$ cat config.mk
export PLATFORM = sky130hd
export DESIGN_NAME = spi_cmd_master
export DESIGN_NICKNAME = d
export VERILOG_FILES = /design/src/rtl/spi_cmd_pkg.sv /design/src/rtl/spi_cmd_fifo.sv /design/src/rtl/spi_cmd_shifter.sv /design/src/rtl/spi_cmd_master.sv
export SDC_FILE = /design/constraint.sdc
export NUM_CORES = 1
export LEC_CHECK = 0
export ABC_CLOCK_PERIOD_IN_PS = 7890
export BUFFER_PORTS_ARGS = -buffer_cell sky130_fd_sc_hd__buf_2
export CELL_PAD_IN_SITES_DETAIL_PLACEMENT = 1
export CELL_PAD_IN_SITES_GLOBAL_PLACEMENT = 2
export CORE_MARGIN = 3
export CORE_UTILIZATION = 47
export DETAILED_ROUTE_END_ITERATION = 8
export MAX_ROUTING_LAYER = met4
export PLACE_DENSITY = 0.88
export SLEW_MARGIN = 20
export SYNTH_ARGS = -nofsm -noshare
export SYNTH_HDL_FRONTEND = slang
export SYNTH_SLANG_ARGS = --single-unit
export TNS_END_PERCENT = 30
$ cat constraint.sdc
create_clock -name clk -period 7.89 [get_ports clk]
set_input_delay 0.3945 -clock clk [delete_from_list [all_inputs] [get_ports clk]]
set_output_delay 0.3945 -clock clk [all_outputs]
set_load 0.05 [all_outputs]
$ cat src/rtl/spi_cmd_pkg.sv
package spi_cmd_pkg;
  localparam int NUM_CS  = 6;
  localparam int ATTR_W  = 7;
  localparam int DATA_W  = 16;
  localparam int CMD_CONT   = 31;
  localparam int CMD_SEL_LO = 28;
  localparam int CMD_CS_LO  = 16;

  typedef struct packed {
    logic       lsb_first;
    logic       cpha;
    logic       cpol;
    logic [3:0] size_m1;
  } attr_t;

  typedef enum logic [1:0] {
    ENG_IDLE,
    ENG_SETUP,
    ENG_SHIFT,
    ENG_TAIL
  } eng_state_t;
endpackage

$ cat src/rtl/spi_cmd_fifo.sv
module spi_cmd_fifo #(
  parameter int W     = 32,
  parameter int DEPTH = 4,
  localparam int PW   = (DEPTH > 1) ? $clog2(DEPTH) : 1,
  localparam int CW   = $clog2(DEPTH + 1)
) (
  input  logic          clk,
  input  logic          rst_n,
  input  logic          clr_i,
  input  logic          wr_i,
  input  logic [W-1:0]  wr_data_i,
  input  logic          rd_i,
  output logic [W-1:0]  rd_data_o,
  output logic [CW-1:0] count_o
);
  logic [W-1:0]  mem [DEPTH];
  logic [PW-1:0] wp_q, rp_q;
  logic [CW-1:0] cnt_q;

  function automatic logic [PW-1:0] nxt(input logic [PW-1:0] p);
    return (p == PW'(DEPTH - 1)) ? '0 : p + 1'b1;
  endfunction

  always_ff @(posedge clk or negedge rst_n) begin
    if (!rst_n) begin
      wp_q  <= '0;
      rp_q  <= '0;
      cnt_q <= '0;
    end else if (clr_i) begin
      wp_q  <= '0;
      rp_q  <= '0;
      cnt_q <= '0;
    end else begin
      if (wr_i) wp_q <= nxt(wp_q);
      if (rd_i) rp_q <= nxt(rp_q);
      cnt_q <= cnt_q + CW'(wr_i) - CW'(rd_i);
    end
  end

  always_ff @(posedge clk) begin
    if (wr_i && !clr_i) mem[wp_q] <= wr_data_i;
  end

  assign rd_data_o = mem[rp_q];
  assign count_o   = cnt_q;

  assert_no_overflow_R1: assert property (@(posedge clk) disable iff (!rst_n)
    (wr_i && !clr_i) |-> (cnt_q < CW'(DEPTH)));
  assert_no_underflow_R8: assert property (@(posedge clk) disable iff (!rst_n)
    (rd_i && !clr_i) |-> (cnt_q != '0));
endmodule

$ cat src/rtl/spi_cmd_shifter.sv
module spi_cmd_shifter
  import spi_cmd_pkg::*;
#(
  parameter int DIV_W = 8
) (
  input  logic              clk,
  input  logic              rst_n,
  input  logic              start_i,
  input  logic [15:0]       tag_i,
  input  logic [DATA_W-1:0] data_i,
  input  attr_t             attr_i,
  input  logic [DIV_W-1:0]  div_i,
  input  logic              miso_i,
  output logic              sck_o,
  output logic              mosi_o,
  output logic [NUM_CS-1:0] cs_act_o,
  output logic              busy_o,
  output logic              done_o,
  output logic [31:0]       rx_o
);
  eng_state_t        state_q;
  attr_t             attr_q;
  logic [15:0]       tag_q;
  logic [DATA_W-1:0] tx_q, rx_q;
  logic [NUM_CS-1:0] cs_q;
  logic [DIV_W-1:0]  half_q, reload;
  logic [4:0]        edge_q, oidx_q, iidx_q;
  logic              sck_q;
  logic              leading, samp_edge, shift_edge, last_edge;

  function automatic logic [3:0] bitpos(input logic [4:0] idx, input attr_t a);
    return a.lsb_first ? idx[3:0] : (a.size_m1 - idx[3:0]);
  endfunction

  assign reload     = (div_i == '0) ? '0 : div_i - 1'b1;
  assign leading    = ~edge_q[0];
  assign samp_edge  = leading ^ attr_q.cpha;
  assign shift_edge = !samp_edge && (edge_q != '0);
  assign last_edge  = (edge_q == {attr_q.size_m1, 1'b1});
  assign done_o     = (state_q == ENG_TAIL) && (half_q == '0);

  always_ff @(posedge clk or negedge rst_n) begin
    if (!rst_n) begin
      state_q <= ENG_IDLE;
      attr_q  <= '0;
      tag_q   <= '0;
      tx_q    <= '0;
      rx_q    <= '0;
      cs_q    <= '0;
      half_q  <= '0;
      edge_q  <= '0;
      oidx_q  <= '0;
      iidx_q  <= '0;
      sck_q   <= 1'b0;
    end else begin
      case (state_q)
        ENG_IDLE: if (start_i) begin
          attr_q  <= attr_i;
          tag_q   <= tag_i;
          tx_q    <= data_i;
          rx_q    <= '0;
          edge_q  <= '0;
          oidx_q  <= '0;
          iidx_q  <= '0;
          sck_q   <= attr_i.cpol;
          state_q <= ENG_SETUP;
        end
        ENG_SETUP: begin
          cs_q    <= tag_q[NUM_CS-1:0];
          half_q  <= reload;
          state_q <= ENG_SHIFT;
        end
        ENG_SHIFT: begin
          if (half_q != '0) begin
            half_q <= half_q - 1'b1;
          end else begin
            half_q <= reload;
            sck_q  <= ~sck_q;
            edge_q <= edge_q + 1'b1;
            if (samp_edge) begin
              rx_q[bitpos(iidx_q, attr_q)] <= miso_i;
              iidx_q <= iidx_q + 1'b1;
            end
            if (shift_edge) oidx_q <= oidx_q + 1'b1;
            if (last_edge) state_q <= ENG_TAIL;
          end
        end
        ENG_TAIL: begin
          if (half_q != '0) begin
            half_q <= half_q - 1'b1;
          end else begin
            if (!tag_q[CMD_CONT-16]) cs_q <= '0;
            state_q <= ENG_IDLE;
          end
        end
        default: state_q <= ENG_IDLE;
      endcase
    end
  end

  assign sck_o    = sck_q;
  assign mosi_o   = tx_q[bitpos(oidx_q, attr_q)];
  assign cs_act_o = cs_q;
  assign busy_o   = (state_q != ENG_IDLE);
  assign rx_o     = {tag_q, rx_q};

  assert_frame_bits_R3: assert property (@(posedge clk) disable iff (!rst_n)
    done_o |-> (iidx_q == 5'(attr_q.size_m1) + 5'd1));
  assert_cs_release_R7: assert property (@(posedge clk) disable iff (!rst_n)
    (done_o && !tag_q[CMD_CONT-16]) |=> (cs_act_o == '0));
  assert_sck_quiet_R4: assert property (@(posedge clk) disable iff (!rst_n)
    (state_q == ENG_SETUP) |=> $stable(sck_o));
endmodule

$ cat src/rtl/spi_cmd_master.sv
module spi_cmd_master
  import spi_cmd_pkg::*;
#(
  parameter int DEPTH    = 4,
  parameter int NUM_ATTR = 2,
  parameter int DIV_W    = 8,
  localparam int CW      = $clog2(DEPTH + 1),
  localparam int AIW     = (NUM_ATTR > 1) ? $clog2(NUM_ATTR) : 1
) (
  input  logic                       clk,
  input  logic                       rst_n,
  input  logic                       master_en_i,
  input  logic                       halt_i,
  input  logic                       clr_tx_i,
  input  logic                       clr_rx_i,
  input  logic [NUM_CS-1:0]          cs_idle_i,
  input  logic [NUM_ATTR*ATTR_W-1:0] attr_i,
  input  logic [DIV_W-1:0]           div_i,
  input  logic                       push_valid_i,
  output logic                       push_ready_o,
  input  logic [31:0]                push_data_i,
  output logic                       pop_valid_o,
  input  logic                       pop_ready_i,
  output logic [31:0]                pop_data_o,
  output logic [31:0]                status_o,
  output logic                       sck_o,
  output logic                       mosi_o,
  input  logic                       miso_i,
  output logic [NUM_CS-1:0]          cs_o
);
  attr_t             attr_set [NUM_ATTR];
  logic [CW-1:0]     tx_cnt, rx_cnt;
  logic [31:0]       tx_head, rx_head, eng_rx;
  logic              tx_wr, rx_rd, start, running;
  logic              eng_busy, eng_done;
  logic [NUM_CS-1:0] cs_act;
  logic [AIW-1:0]    aidx;
  logic              ovf_q, udf_q;

  for (genvar g = 0; g < NUM_ATTR; g++) begin : g_attr
    assign attr_set[g] = attr_t'(attr_i[g*ATTR_W +: ATTR_W]);
  end

  assign running      = master_en_i && !halt_i;
  assign push_ready_o = (tx_cnt < CW'(DEPTH)) && !clr_tx_i;
  assign tx_wr        = push_valid_i && push_ready_o;
  assign start        = running && !eng_busy && !clr_tx_i &&
                        (tx_cnt != '0) && (rx_cnt < CW'(DEPTH));
  assign aidx         = AIW'({1'b0, tx_head[CMD_SEL_LO +: 3]} % 4'(NUM_ATTR));
  assign pop_valid_o  = (rx_cnt != '0);
  assign rx_rd        = pop_valid_o && pop_ready_i;
  assign pop_data_o   = pop_valid_o ? rx_head : '0;

  spi_cmd_fifo #(.W(32), .DEPTH(DEPTH)) tx_fifo_i (
    .clk, .rst_n, .clr_i(clr_tx_i), .wr_i(tx_wr), .wr_data_i(push_data_i),
    .rd_i(start), .rd_data_o(tx_head), .count_o(tx_cnt));

  spi_cmd_fifo #(.W(32), .DEPTH(DEPTH)) rx_fifo_i (
    .clk, .rst_n, .clr_i(clr_rx_i), .wr_i(eng_done), .wr_data_i(eng_rx),
    .rd_i(rx_rd), .rd_data_o(rx_head), .count_o(rx_cnt));

  spi_cmd_shifter #(.DIV_W(DIV_W)) shifter_i (
    .clk, .rst_n, .start_i(start), .tag_i(tx_head[31:16]),
    .data_i(tx_head[DATA_W-1:0]), .attr_i(attr_set[aidx]), .div_i,
    .miso_i, .sck_o, .mosi_o, .cs_act_o(cs_act), .busy_o(eng_busy),
    .done_o(eng_done), .rx_o(eng_rx));

  always_ff @(posedge clk or negedge rst_n) begin
    if (!rst_n) begin
      ovf_q <= 1'b0;
      udf_q <= 1'b0;
    end else begin
      if (clr_tx_i) ovf_q <= 1'b0;
      else if (push_valid_i && !push_ready_o) ovf_q <= 1'b1;
      if (clr_rx_i) udf_q <= 1'b0;
      else if (pop_ready_i && !pop_valid_o) udf_q <= 1'b1;
    end
  end

  assign cs_o     = cs_idle_i ^ cs_act;
  assign status_o = {1'b0, running, 14'b0, 4'(tx_cnt), 4'b0, 4'(rx_cnt),
                     2'b0, ovf_q, udf_q};

  assert_halt_R10: assert property (@(posedge clk) disable iff (!rst_n)
    (!running && !eng_busy) |=> !eng_busy);
  assert_rx_room_R12: assert property (@(posedge clk) disable iff (!rst_n)
    eng_done |-> (rx_cnt < CW'(DEPTH)));
  assert_ovf_sticky_R2: assert property (@(posedge clk) disable iff (!rst_n)
    (ovf_q && !clr_tx_i) |=> ovf_q);
  assert_udf_sticky_R9: assert property (@(posedge clk) disable iff (!rst_n)
    (udf_q && !clr_rx_i) |=> udf_q);
endmodule

==> metrics.txt, run 1 <==
Critical Path Stages 6; total wire length 33100 um; Post-synth EDFFs 256; Worst Setup Start Kind flip-flop; crit path max fanout 18; TritonCTS Buffers 38; first-pass GRT wire length 52200 um; Post-synth top flop edfxtp_1; CTS Root Cell clkbuf_16; fin nets 1178; Die Y 187 um; ys async rst share 0.281; sequential fraction of the synthesis area 0.662; Leak Pwr 0.00687 uW; Synth top area share 0.499; Hold Vio Cnt, Final 0; busiest grt layer met2; # rows 65; WP data required 7500 ps; Ys Warns 0; reg2reg setup slack 4340 ps; CTS tree done; DRC 0; outcome completed; Critical Path End Type output pin; clock tree buffer depth 3; distinct cell type count after synthesis 60; Post-DRT Antenna Nets 0; Worst Hold Class in -> reg; area grow syn2layout 14.5%; Area contributors post-synth edfxtp_1 (50%), dfrtp_1 (16%), mux4_2 (9.9%); Max Cap Violations 0; mean number of vias per cell 5.45; Buf+Inv Stages, Crit Path 2; vias in the first global route 9016; worst hold stages 1; leading area contributor after synthesis edfxtp_1; Post-Syn Instances 949; Post-Syn Area 15400 sq um; leading cell types in the layout, fill and taps excluded edfxtp_1 (256), buf_2 (119), dfrtp_1 (97); total global-route track usage 0.196; crit path kind reg -> out; worst vdd ir 345 uV; count of final setup violators 0; CP dominant cell by count mux2i_1; routing usage on met2 0.325; worst path cell trace inv_1, mux2i_1, mux4_2, mux2i_1, mux2i_1, buf_2; Pins Over Slew Limit 0; fraction of layout cells with a size suffix above 1 0.277; largest net degree at the start of global routing 66; Global Route met1 Usage 0.260; initial antenna violation count 2; actual slew at the worst max-slew pin 977 ps; Clock Pin Slew Worst Setup and Hold Paths 60 ps; clk_skew 7.89 ps; Initial Util 0.482; met3 GRT Util 0.0287; fin crit share 0.452; DR vias 8388; total iterations of the first detailed-routing run 5; Die Area 35000 sq um; power per cell area 349 nW/um^2; die width 187 um; FF+latch count, synth 356; Core Region 32000 sq um; Register-to-Register Path Depth 10; slowest stage cell on the critical path dfrtp_1; arrival time at the worst endpoint 3170 ps; wire per inst 21.5 um; clock latency on the worst-skew pair 520 ps; Sink Count 356; I/O pins 143; initial DRC count 488; fin crit period 3560 ps; CP delay by family, top multiplexers; Fillers 3002; syn_area_per_cell 16.2 sq um; HPWL Detailed 21300 um; Slew Limit Headroom 0.343; commonest non-fill, non-tap cell in the layout edfxtp_1; grt ovf 0; RSZ-0062 raised after global routing no; H-tree levels 2; Fmax 0.281 GHz; Final Power 6150 uW; GP Congestion 0.778; # port buffers 119; Fin Setup TNS 0 ps; crit-path max cell delay 680 ps
## Yosys cell counts, drive strengths merged, types with 9 or more instances
library cell	number
a21oi	15
a31oi	9
and2	38
buf	39
clkbuf	30
dfrtp	100
edfxtp	256
ha	32
inv	37
mux2	35
mux2i	34
mux4	68
nand2	44
nand3	13
nor2	27
o21ai	23
or4	9
xnor2	13
xor2	15
## through the flow
step / util / hold WS (ps) / instances / worst slack (ps) / area, sq um
CTS: 0.551 / 76.5 / 1537 / 4230 / 17600
floorplan: - / 98.9 / 971 / 4960 / 15500
detailed placement: 0.511 / 407 / 1466 / 4350 / 16300
global route: 0.552 / 74.9 / 1540 / 4010 / 17600
global placement: 0.511 / 403 / 1466 / 4470 / 16300
finish: 0.552 / 92.8 / 1540 / 4330 / 17600
## registers in the layout (all words and copies together) (netlist names), 5 cells and up
signal              cells
rx_fifo_i.mem         128
tx_fifo_i.mem         128
shifter_i.rx_q         16
shifter_i.tag_q        16
shifter_i.tx_q         16
shifter_i.half_q        8
shifter_i.attr_q        6
shifter_i.cs_act_o      6
shifter_i.edge_q        5
## layout make-up
type | count | area (sq um) | share of cell area
Clock inverter | 17 | 203 | 0.0115
Sequential cell | 356 | 10200 | 0.578
Clock buffer | 53 | 1060 | 0.0600
Multi-Input combinational cell | 509 | 4810 | 0.273
Antenna cell | 2 | 5.00 | 0.000284
Timing Repair Buffer | 131 | 688 | 0.0390
Tap cell | 435 | 544 | 0.0309
Inverter | 37 | 139 | 0.00787
## worst paths after layout
check	startpoint	end
hold reg to reg	shifter_i.tx_q[9]$_DFFE_PN0P_	shifter_i.tx_q[9]$_DFFE_PN0P_
setup reg to reg	rx_fifo_i.count_o[2]$_DFF_PN0_	tx_fifo_i.count_o[2]$_DFF_PN0_
hold / removal	push_data_i[28]	tx_fifo_i.mem[1][28]$_DFFE_PP_
setup / recovery	shifter_i.attr_q[6]$_DFFE_PN0P_	mosi_o
max in group asynchronous	rst_n	rx_fifo_i.rp_q[0]$_DFFE_PN0P_
min in group asynchronous	rst_n	shifter_i.rx_q[4]$_DFFE_PN0P_
## metal layers
layer	vias to the layer above	wire length (um)
met5	-	0
met3	43	1420
met4	0	579
li1	3829	-
met2	197	16600
met1	4319	14500
## what timing repair did
| action | 4_1_cts | 5_1_grt |
|---|---|---|
| gates resized for setup | 0 | 0 |
| hold endpoints to repair | 35 | 0 |
| hold buffers | 1 | 0 |
| setup endpoints to repair | 0 | 0 |
| buffers inserted | 0 | 0 |
## power by group
part	switching, uW	leakage (uW)	total (uW)	internal [uW]
clock network	706	0.000620	1780	1080
logic	1180	0.00250	1840	661
registers	258	0.00375	2530	2270
total	2140	0.00687	6150	4010
## cells by family (layout without fill, tap and decap cells)
kind of cell	Yosys count	count (layout)	synth area share
and+or+nand+nor	200	200	0.0750
AOI/OAI and AO/OA	85	85	0.0362
buffers and inverters	106	238	0.0327
muxes	137	137	0.147
other	1	25	0.000243
DFF	356	356	0.662
adders and majority gates	36	36	0.0312
xor gates and xnor gates	28	28	0.0159
## worst register-to-register path, cell delays in order, from the launching register on
cell     delay [ps]
dfrtp_1         510
nor4b_2         470
nand3_1         480
inv_2           750
ha_1            360
inv_1            70
ha_1            160
inv_1            60
fa_1            370
xnor2_1         180
nor2_1           50
Note: power is estimated with default switching activity, not from simulation.
==> inputs of run 2 (changes only) <==
--- a/config.mk
+++ b/config.mk
@@ -5,15 +5,16 @@
 export SDC_FILE = /design/constraint.sdc
 export NUM_CORES = 1
 export LEC_CHECK = 0
-export ABC_CLOCK_PERIOD_IN_PS = 7890
+export ABC_AREA = 1
+export ABC_CLOCK_PERIOD_IN_PS = 3350
 export BUFFER_PORTS_ARGS = -buffer_cell sky130_fd_sc_hd__buf_2
 export CELL_PAD_IN_SITES_DETAIL_PLACEMENT = 1
 export CELL_PAD_IN_SITES_GLOBAL_PLACEMENT = 2
 export CORE_MARGIN = 3
-export CORE_UTILIZATION = 47
+export CORE_UTILIZATION = 39
 export DETAILED_ROUTE_END_ITERATION = 8
 export MAX_ROUTING_LAYER = met4
-export PLACE_DENSITY = 0.88
+export PLACE_DENSITY = 0.82
 export SLEW_MARGIN = 20
 export SYNTH_ARGS = -nofsm -noshare
 export SYNTH_HDL_FRONTEND = slang
==> constraint.sdc (replaced) <==
create_clock -name clk -period 3.35 [get_ports clk]
set_input_delay 0.1675 -clock clk [delete_from_list [all_inputs] [get_ports clk]]
set_output_delay 0.1675 -clock clk [all_outputs]
set_load 0.05 [all_outputs]
==> run 2 against run 1 <==
Effect of this change: synthesized area increased by 2.3%; routed wire length increased by 22%; power increased to 2.7 times the previous value; non-clock buffer count increased by 66; synthesized cell count increased by 57%; critical path type unchanged; critical endpoint unchanged; highest routed layer unchanged.
==> metrics.txt, run 2 <==
Placed Area 16900 sq um (was 16300 sq um); fin crit period 3090 ps; Core Region 39800 sq um (was 32000 sq um); area grow syn2layout 19.3% (was 14.5%); Critical Path End Type output pin (unchanged); WP data required 3180 ps (was 7500 ps); worst path cell trace inv_1, ha_1, inv_1, fa_1, inv_1, o21ai_4, nand3_1, nand2_1, inv_1, o21ai_0, o21ai_0, nand2_1, buf_2 (was inv_1, mux2i_1, mux4_2, mux2i_1, mux2i_1, buf_2); Hold Startpoint div_i[6] (was push_data_i[28]); worst vdd ir 527 uV (was 345 uV); reg2reg setup slack 610 ps (was 4340 ps); syn_area_per_cell 10.6 sq um (was 16.2 sq um); Post-Syn Instances 1492 (was 949); power per cell area 895 nW/um^2 (was 349 nW/um^2); fin nets 1771 (was 1178); total wire length 40300 um (was 33100 um); arrival time at the worst endpoint 2920 ps (was 3170 ps); Leak Pwr 0.00770 uW (was 0.00687 uW); # rows 73 (was 65); CP dominant cell by count inv_1 (was mux2i_1); Top Layer Used met4 (unchanged); Top Registers rx_fifo_i.mem x128, tx_fifo_i.mem x128 (unchanged); crit path kind reg -> out (unchanged); initial DRC count 464 (was 488); GP Congestion 0.770 (was 0.778); CP delay by family, top adder cells (was multiplexers); H-tree levels 2 (unchanged); Post-synth EDFFs 256 (unchanged); commonest non-fill, non-tap cell in the layout nor2_1 (was edfxtp_1); total global-route track usage 0.195 (was 0.196); clk_skew 19.8 ps (was 7.89 ps); Die Area 42900 sq um (was 35000 sq um); clock tree buffer depth 3 (unchanged); Synth top area share 0.488 (was 0.499); RSZ-0062 raised after global routing no (unchanged); Min-Delay Endpoint shifter_i.half_q[7]$_DFFE_PN0P_ (was tx_fifo_i.mem[1][28]$_DFFE_PP_); Fillers 4366 (was 3002); initial antenna violation count 2 (unchanged); total iterations of the first detailed-routing run 5 (unchanged); Worst Setup Start Kind flip-flop (unchanged); ys async rst share 0.281 (unchanged); worst hold stages 5 (was 1); actual slew at the worst max-slew pin 877 ps (was 977 ps); Slew Limit Headroom 0.416 (was 0.343); R2R Path End shifter_i.sck_o$_DFFE_PN0P_ (was tx_fifo_i.count_o[2]$_DFF_PN0_); Clock Pin Slew Worst Setup and Hold Paths 60 ps (about the same); I/O pins 143 (unchanged); FF+latch count, synth 356 (unchanged); # port buffers 119 (unchanged); die width 207 um (was 187 um); sequential fraction of the synthesis area 0.647 (was 0.662); FF-to-FF Start tx_fifo_i.rp_q[0]$_DFFE_PN0P_ (was rx_fifo_i.count_o[2]$_DFF_PN0_); vias in the first global route 11893 (was 9016); TritonCTS Buffers 41 (was 38); Area contributors post-synth edfxtp_1 (49%), dfrtp_1 (16%), nor2_1 (8.1%) (was edfxtp_1 (50%), dfrtp_1 (16%), mux4_2 (9.9%)); WL met3 1560 um (was 1420 um); count of final setup violators 0 (unchanged); Post-DRT Antenna Nets 0 (unchanged); cell with the most instances after synthesis nor2_1 (was edfxtp_1); leading area contributor after synthesis edfxtp_1 (unchanged); distinct cell type count after synthesis 41 (was 60); first-pass GRT wire length 65000 um (was 52200 um); Pins Over Slew Limit 0 (unchanged); fin cells 2225 (was 1540); grt ovf 0 (unchanged); crit-path max cell delay 480 ps (was 680 ps); fin crit share 0.921; slowest stage cell on the critical path fa_1 (was dfrtp_1); cell area after layout 18800 sq um (was 17600 sq um); Fmax 0.324 GHz; Hold Vio Cnt, Final 0 (unchanged); WL met2 20600 um (was 16600 um); wire per inst 18.1 um (was 21.5 um); Worst Hold Class in -> reg (unchanged); CTS tree done (unchanged); mean number of vias per cell 5.00 (was 5.45); DRC 0 (unchanged); Setup Buffers After CTS 0 (unchanged); Ys Warns 0 (unchanged); fraction of layout cells with a size suffix above 1 0.145 (was 0.277); Max Cap Violations 0 (unchanged); crit path max fanout 7 (was 18); outcome completed (unchanged); Commonest cells post-synth nor2_1 (340), edfxtp_1 (256), o21ai_0 (175) (was edfxtp_1 (256), dfrtp_1 (100), mux4_2 (68)); HPWL Detailed 25500 um (was 21300 um); leading cell types in the layout, fill and taps excluded nor2_1 (331), edfxtp_1 (256), o21ai_0 (175) (was edfxtp_1 (256), buf_2 (119), dfrtp_1 (97)); clock latency on the worst-skew pair 550 ps (was 520 ps); placed instance count 2095 (was 1466); Met1 Wirelength 17100 um (was 14500 um); Post-Syn Area 15800 sq um (was 15400 sq um); Register-to-Register Path Depth 10 (unchanged); Post-synth top flop edfxtp_1 (unchanged); Initial Util 0.396 (was 0.482); Buf+Inv Stages, Crit Path 5 (was 2); largest net degree at the start of global routing 64 (was 66); Sink Count 356 (unchanged); Die Y 207 um (was 187 um); DR vias 11129 (was 8388); CTS Root Cell clkbuf_16 (unchanged)
## run 2: changes by cell type after synthesis, moves of 14 or more
cell     delta
a21oi_1    +36
and2_1     -38
inv_1      +83
mux2_2     -35
mux2i_1    -34
mux4_2     -68
nand2_1    +94
nand3_1    +35
nor2_1    +313
nor3_1     +14
o21ai_0   +153
o22ai_1    +17
## run 2: per-stage QoR
stage	utilization	total power (uW)	setup slack [ps]	hold slack, ps	TNS (ps)
floorplan	-	10500	-202	-128	-25910
global route	0.472	17900	22.2	70.1	0
CTS	0.472	17000	138	18.0	0
detailed placement	0.424	12200	613	334	0
global placement	0.424	12000	645	327	0
finish	0.472	16800	264	40.3	0
## run 2: cell type report
| type | count | area (sq um) | share of cell area |
|---|---|---|---|
| diodes | 2 | 5.00 | 0.000266 |
| clock buffers | 50 | 1080 | 0.0575 |
| clock inverters | 25 | 304 | 0.0162 |
| inverters | 127 | 479 | 0.0255 |
| multi-input cells | 943 | 4730 | 0.252 |
| flip-flops and latches | 356 | 10200 | 0.542 |
| well taps | 525 | 657 | 0.0349 |
| repair buffers | 197 | 1350 | 0.0720 |
## run 2: worst min-delay path, stage by stage
cell and delay, ps:
buf_2 90, nor3_1 50, xor2_1 140, nand2_1 60, nand2_1 40
## run 2: worst max-delay path by stage
stage / slack (ps) / cells past startpoint / from / endpoint
4_1_cts: 140 / 13 / shifter_i.attr_q[0]$_DFFE_PN0P_ / mosi_o
3_3_place_gp: 650 / 13 / shifter_i.attr_q[0]$_DFFE_PN0P_ / mosi_o
5_1_grt: 20 / 13 / shifter_i.attr_q[0]$_DFFE_PN0P_ / mosi_o
6_report: 260 / 13 / shifter_i.attr_q[0]$_DFFE_PN0P_ / mosi_o
2_1_floorplan: -200 / 3 / tx_fifo_i.count_o[2]$_DFF_PN0_ / tx_fifo_i.mem[0][0]$_DFFE_PP_
3_5_place_dp: 610 / 13 / shifter_i.attr_q[0]$_DFFE_PN0P_ / mosi_o
## run 2: cells by family after synthesis
family,share of synthesized area
flops,0.647
buf+inv,0.0605
compound gates,0.0952
simple gates,0.151
xor+xnor,0.0161
fa+ha+maj,0.0305
other cells,0.000238
## run 2: timing repair
item	in CTS	in global routing
endpoints found under the hold margin	203	0
endpoints found under the setup margin	1	1
resized for setup	1	1
hold buffers	53	0
## run 2: metal layers
| layer | vias to the layer above | track usage |
|---|---|---|
| li1 | 5349 | - |
| met3 | 58 | 0.0301 |
| met2 | 180 | 0.340 |
| met4 | 0 | 0.0597 |
| met5 | - | - |
| met1 | 5542 | 0.232 |
## run 2: power by group
part | total, uW | internal [uW] | switching (uW) | leakage [uW]
clock network | 4610 | 2840 | 1780 | 0.000678
logic | 5970 | 1630 | 4340 | 0.00344
registers | 6250 | 5580 | 667 | 0.00358
==> inputs of run 3 (changes only) <==
--- a/config.mk
+++ b/config.mk
@@ -7,12 +7,13 @@
 export LEC_CHECK = 0
 export ABC_AREA = 1
 export ABC_CLOCK_PERIOD_IN_PS = 3350
-export BUFFER_PORTS_ARGS = -buffer_cell sky130_fd_sc_hd__buf_2
+export BUFFER_PORTS_ARGS = -buffer_cell sky130_fd_sc_hd__clkbuf_2
 export CELL_PAD_IN_SITES_DETAIL_PLACEMENT = 1
 export CELL_PAD_IN_SITES_GLOBAL_PLACEMENT = 2
 export CORE_MARGIN = 3
 export CORE_UTILIZATION = 39
 export DETAILED_ROUTE_END_ITERATION = 8
+export HOLD_SLACK_MARGIN = 0.15
 export MAX_ROUTING_LAYER = met4
 export PLACE_DENSITY = 0.82
 export SLEW_MARGIN = 20
==> run 3 against run 2 <==
Effect of this change: die area is the same; clock skew down 4.2 ps; cell count grew 0.22%; register-to-register slack better by 130 ps; design area fell by 0.23%; sequential cell count unchanged; via count decreased by 1.0%; global-route usage decreased by 0.46 points; clock power decreased by 8.0%; clock-buffer cell count up 2; maximum frequency decreased by 0.88%; first-iteration DRC count up 19%; largest cell class unchanged.
==> metrics.txt, run 3 (synthesized netlist as in run 2, its figures left out) <==
HPWL Detailed 25000 um (was 25500 um); commonest non-fill, non-tap cell in the layout nor2_1 (unchanged); DR vias 11015 (was 11129); leading cell types in the layout, fill and taps excluded nor2_1 (331), edfxtp_1 (256), o21ai_0 (175) (unchanged); CP dominant cell by count inv_1 (unchanged); FF-to-FF Start shifter_i.state_q[0]$_DFFE_PN0P_ (was tx_fifo_i.rp_q[0]$_DFFE_PN0P_); fin crit period 3110 ps (was 3090 ps); total iterations of the first detailed-routing run 4 (was 5); fraction of layout cells with a size suffix above 1 0.146 (was 0.145); mean number of vias per cell 4.94 (was 5.00); crit path max fanout 7 (unchanged); worst path cell trace inv_1, ha_1, inv_1, fa_1, inv_1, o21ai_4, nand3_1, nand2_1, inv_1, o21ai_0, o21ai_0, nand2_1, clkbuf_2 (was inv_1, ha_1, inv_1, fa_1, inv_1, o21ai_4, nand3_1, nand2_1, inv_1, o21ai_0, o21ai_0, nand2_1, buf_2); slowest stage cell on the critical path fa_1 (unchanged); largest net degree at the start of global routing 64 (unchanged); GP Congestion 0.780 (was 0.770); fin crit share 0.929 (was 0.921); arrival time at the worst endpoint 2950 ps (was 2920 ps); WL met3 1310 um (was 1560 um); Post-DRT Antenna Nets 0 (unchanged); worst vdd ir 405 uV (was 527 uV); count of final setup violators 0 (unchanged); grt ovf 0 (unchanged); worst hold stages 7 (was 5); wire per inst 17.8 um (was 18.1 um); WP data required 3180 ps (about the same); actual slew at the worst max-slew pin 916 ps (was 877 ps); # port buffers 119 (unchanged); crit-path max cell delay 490 ps (was 480 ps); CTS Root Cell clkbuf_16 (unchanged); R2R Path End tx_fifo_i.count_o[2]$_DFF_PN0_ (was shifter_i.sck_o$_DFFE_PN0P_); vias in the first global route 11694 (was 11893); CTS tree done (unchanged); total wire length 39600 um (was 40300 um); Worst Setup Start Kind flip-flop (unchanged); Die Area 42900 sq um (unchanged); Core Region 39800 sq um (unchanged); clock tree buffer depth 3 (unchanged); Pins Over Slew Limit 0 (unchanged); Critical Path End Type output pin (unchanged); Max Cap Violations 0 (unchanged); Met1 Wirelength 17200 um (was 17100 um); Die Y 207 um (unchanged); Leak Pwr 0.00769 uW (was 0.00770 uW); Setup Buffers After CTS 0 (unchanged); Sink Count 356 (unchanged); # rows 73 (unchanged); WL met2 20100 um (was 20600 um); Top Registers rx_fifo_i.mem x128, tx_fifo_i.mem x128 (unchanged); RSZ-0062 raised after global routing no (unchanged); fin nets 1779 (was 1771); outcome completed (unchanged); die width 207 um (unchanged); total global-route track usage 0.190 (was 0.195); initial antenna violation count 1 (was 2); reg2reg setup slack 740 ps (was 610 ps); Min-Delay Endpoint shifter_i.half_q[4]$_DFFE_PN0P_ (was shifter_i.half_q[7]$_DFFE_PN0P_); crit path kind reg -> out (unchanged); area grow syn2layout 19.1% (was 19.3%); clock latency on the worst-skew pair 560 ps (was 550 ps); Clock Pin Slew Worst Setup and Hold Paths 60 ps (about the same); Top Layer Used met4 (unchanged); Register-to-Register Path Depth 13 (was 10); initial DRC count 553 (was 464); Slew Limit Headroom 0.389 (was 0.416); CP Launch Point shifter_i.attr_q[0]$_DFFE_PN0P_ (unchanged); H-tree levels 2 (unchanged); Final Power 16500 uW (was 16800 uW); Fillers 4414 (was 4366); WHS 209 ps (was 40.3 ps); Initial Util 0.396 (unchanged); DRC 0 (unchanged); Fmax 0.321 GHz (was 0.324 GHz); I/O pins 143 (unchanged); Worst Hold Class in -> reg (unchanged); power per cell area 878 nW/um^2 (was 895 nW/um^2); Hold Vio Cnt, Final 0 (unchanged); TritonCTS Buffers 39 (was 41); first-pass GRT wire length 63300 um (was 65000 um); Hold Startpoint div_i[4] (was div_i[6]); clk_skew 15.6 ps (was 19.8 ps)
run 3: changes by cell type in the layout (fill, tap and decap cells not counted), sizes merged:
cell	delta
buf	-116
clkbuf	+120
bufinv	-4
clkinvlp	+1
diode	-1
clkinv	-4
dlygate4sd3	+8
inv	+1
run 3: final cells by class:
class / count / area, sq um / share of cell area
Antenna cell: 1 / 2.50 / 0.000133
Clock buffer: 52 / 1080 / 0.0574
Clock inverter: 19 / 186 / 0.00994
Inverter: 127 / 479 / 0.0255
Multi-Input combinational cell: 943 / 4730 / 0.252
Sequential cell: 356 / 10200 / 0.543
Tap cell: 525 / 657 / 0.0350
Timing Repair Buffer: 207 / 1440 / 0.0766
run 3: how the worst max path moves through the flow:
stage | slack [ps] | cells past startpoint | to
2_1_floorplan | -200 | 3 | tx_fifo_i.mem[0][0]$_DFFE_PP_
3_3_place_gp | 650 | 13 | mosi_o
3_5_place_dp | 590 | 13 | mosi_o
4_1_cts | 130 | 13 | mosi_o
5_1_grt | 10 | 13 | mosi_o
6_report | 240 | 13 | mosi_o
run 3: stage by stage:
step | std cells | util | instance area [sq um] | setup slack, ps | setup TNS, ps
finish | 2230 | 0.471 | 18800 | 237 | 0
global route | 2230 | 0.471 | 18800 | 13.8 | 0
CTS | 2229 | 0.471 | 18800 | 131 | 0
detailed placement | 2097 | 0.424 | 16900 | 590 | 0
global placement | 2097 | 0.424 | 16900 | 652 | 0
floorplan | 1514 | - | 15800 | -202 | -25910
run 3: routing by layer:
metal | up-vias | global-route usage
li1 | 5360 | -
met2 | 136 | 0.330
met4 | 0 | 0.0541
met1 | 5447 | 0.228
met5 | - | -
met3 | 72 | 0.0348
run 3: report_power, final:
| part | internal, uW | switching, uW |
|---|---|---|
| Clock | 2500 | 1740 |
| Sequential | 5580 | 651 |
| Combinational | 1640 | 4350 |
| Total | 9720 | 6750 |
run 3: timing repair:
item,in CTS,in global routing
resized for setup,1,1
endpoints found under the setup margin,1,1
cloned,0,0
endpoints found under the hold margin,218,0
pin swaps,0,0
hold buffers,61,0
run 3: worst max-delay path: cells and delay by family, from the launching register on:
family | cells | cell delay (ps)
adder cells (fa/ha/maj) | 2 | 690
AO/OA/AOI/OAI | 3 | 430
AND/OR/NAND/NOR | 3 | 310
buffers and inverters | 5 | 600
flip-flops | 1 | 360
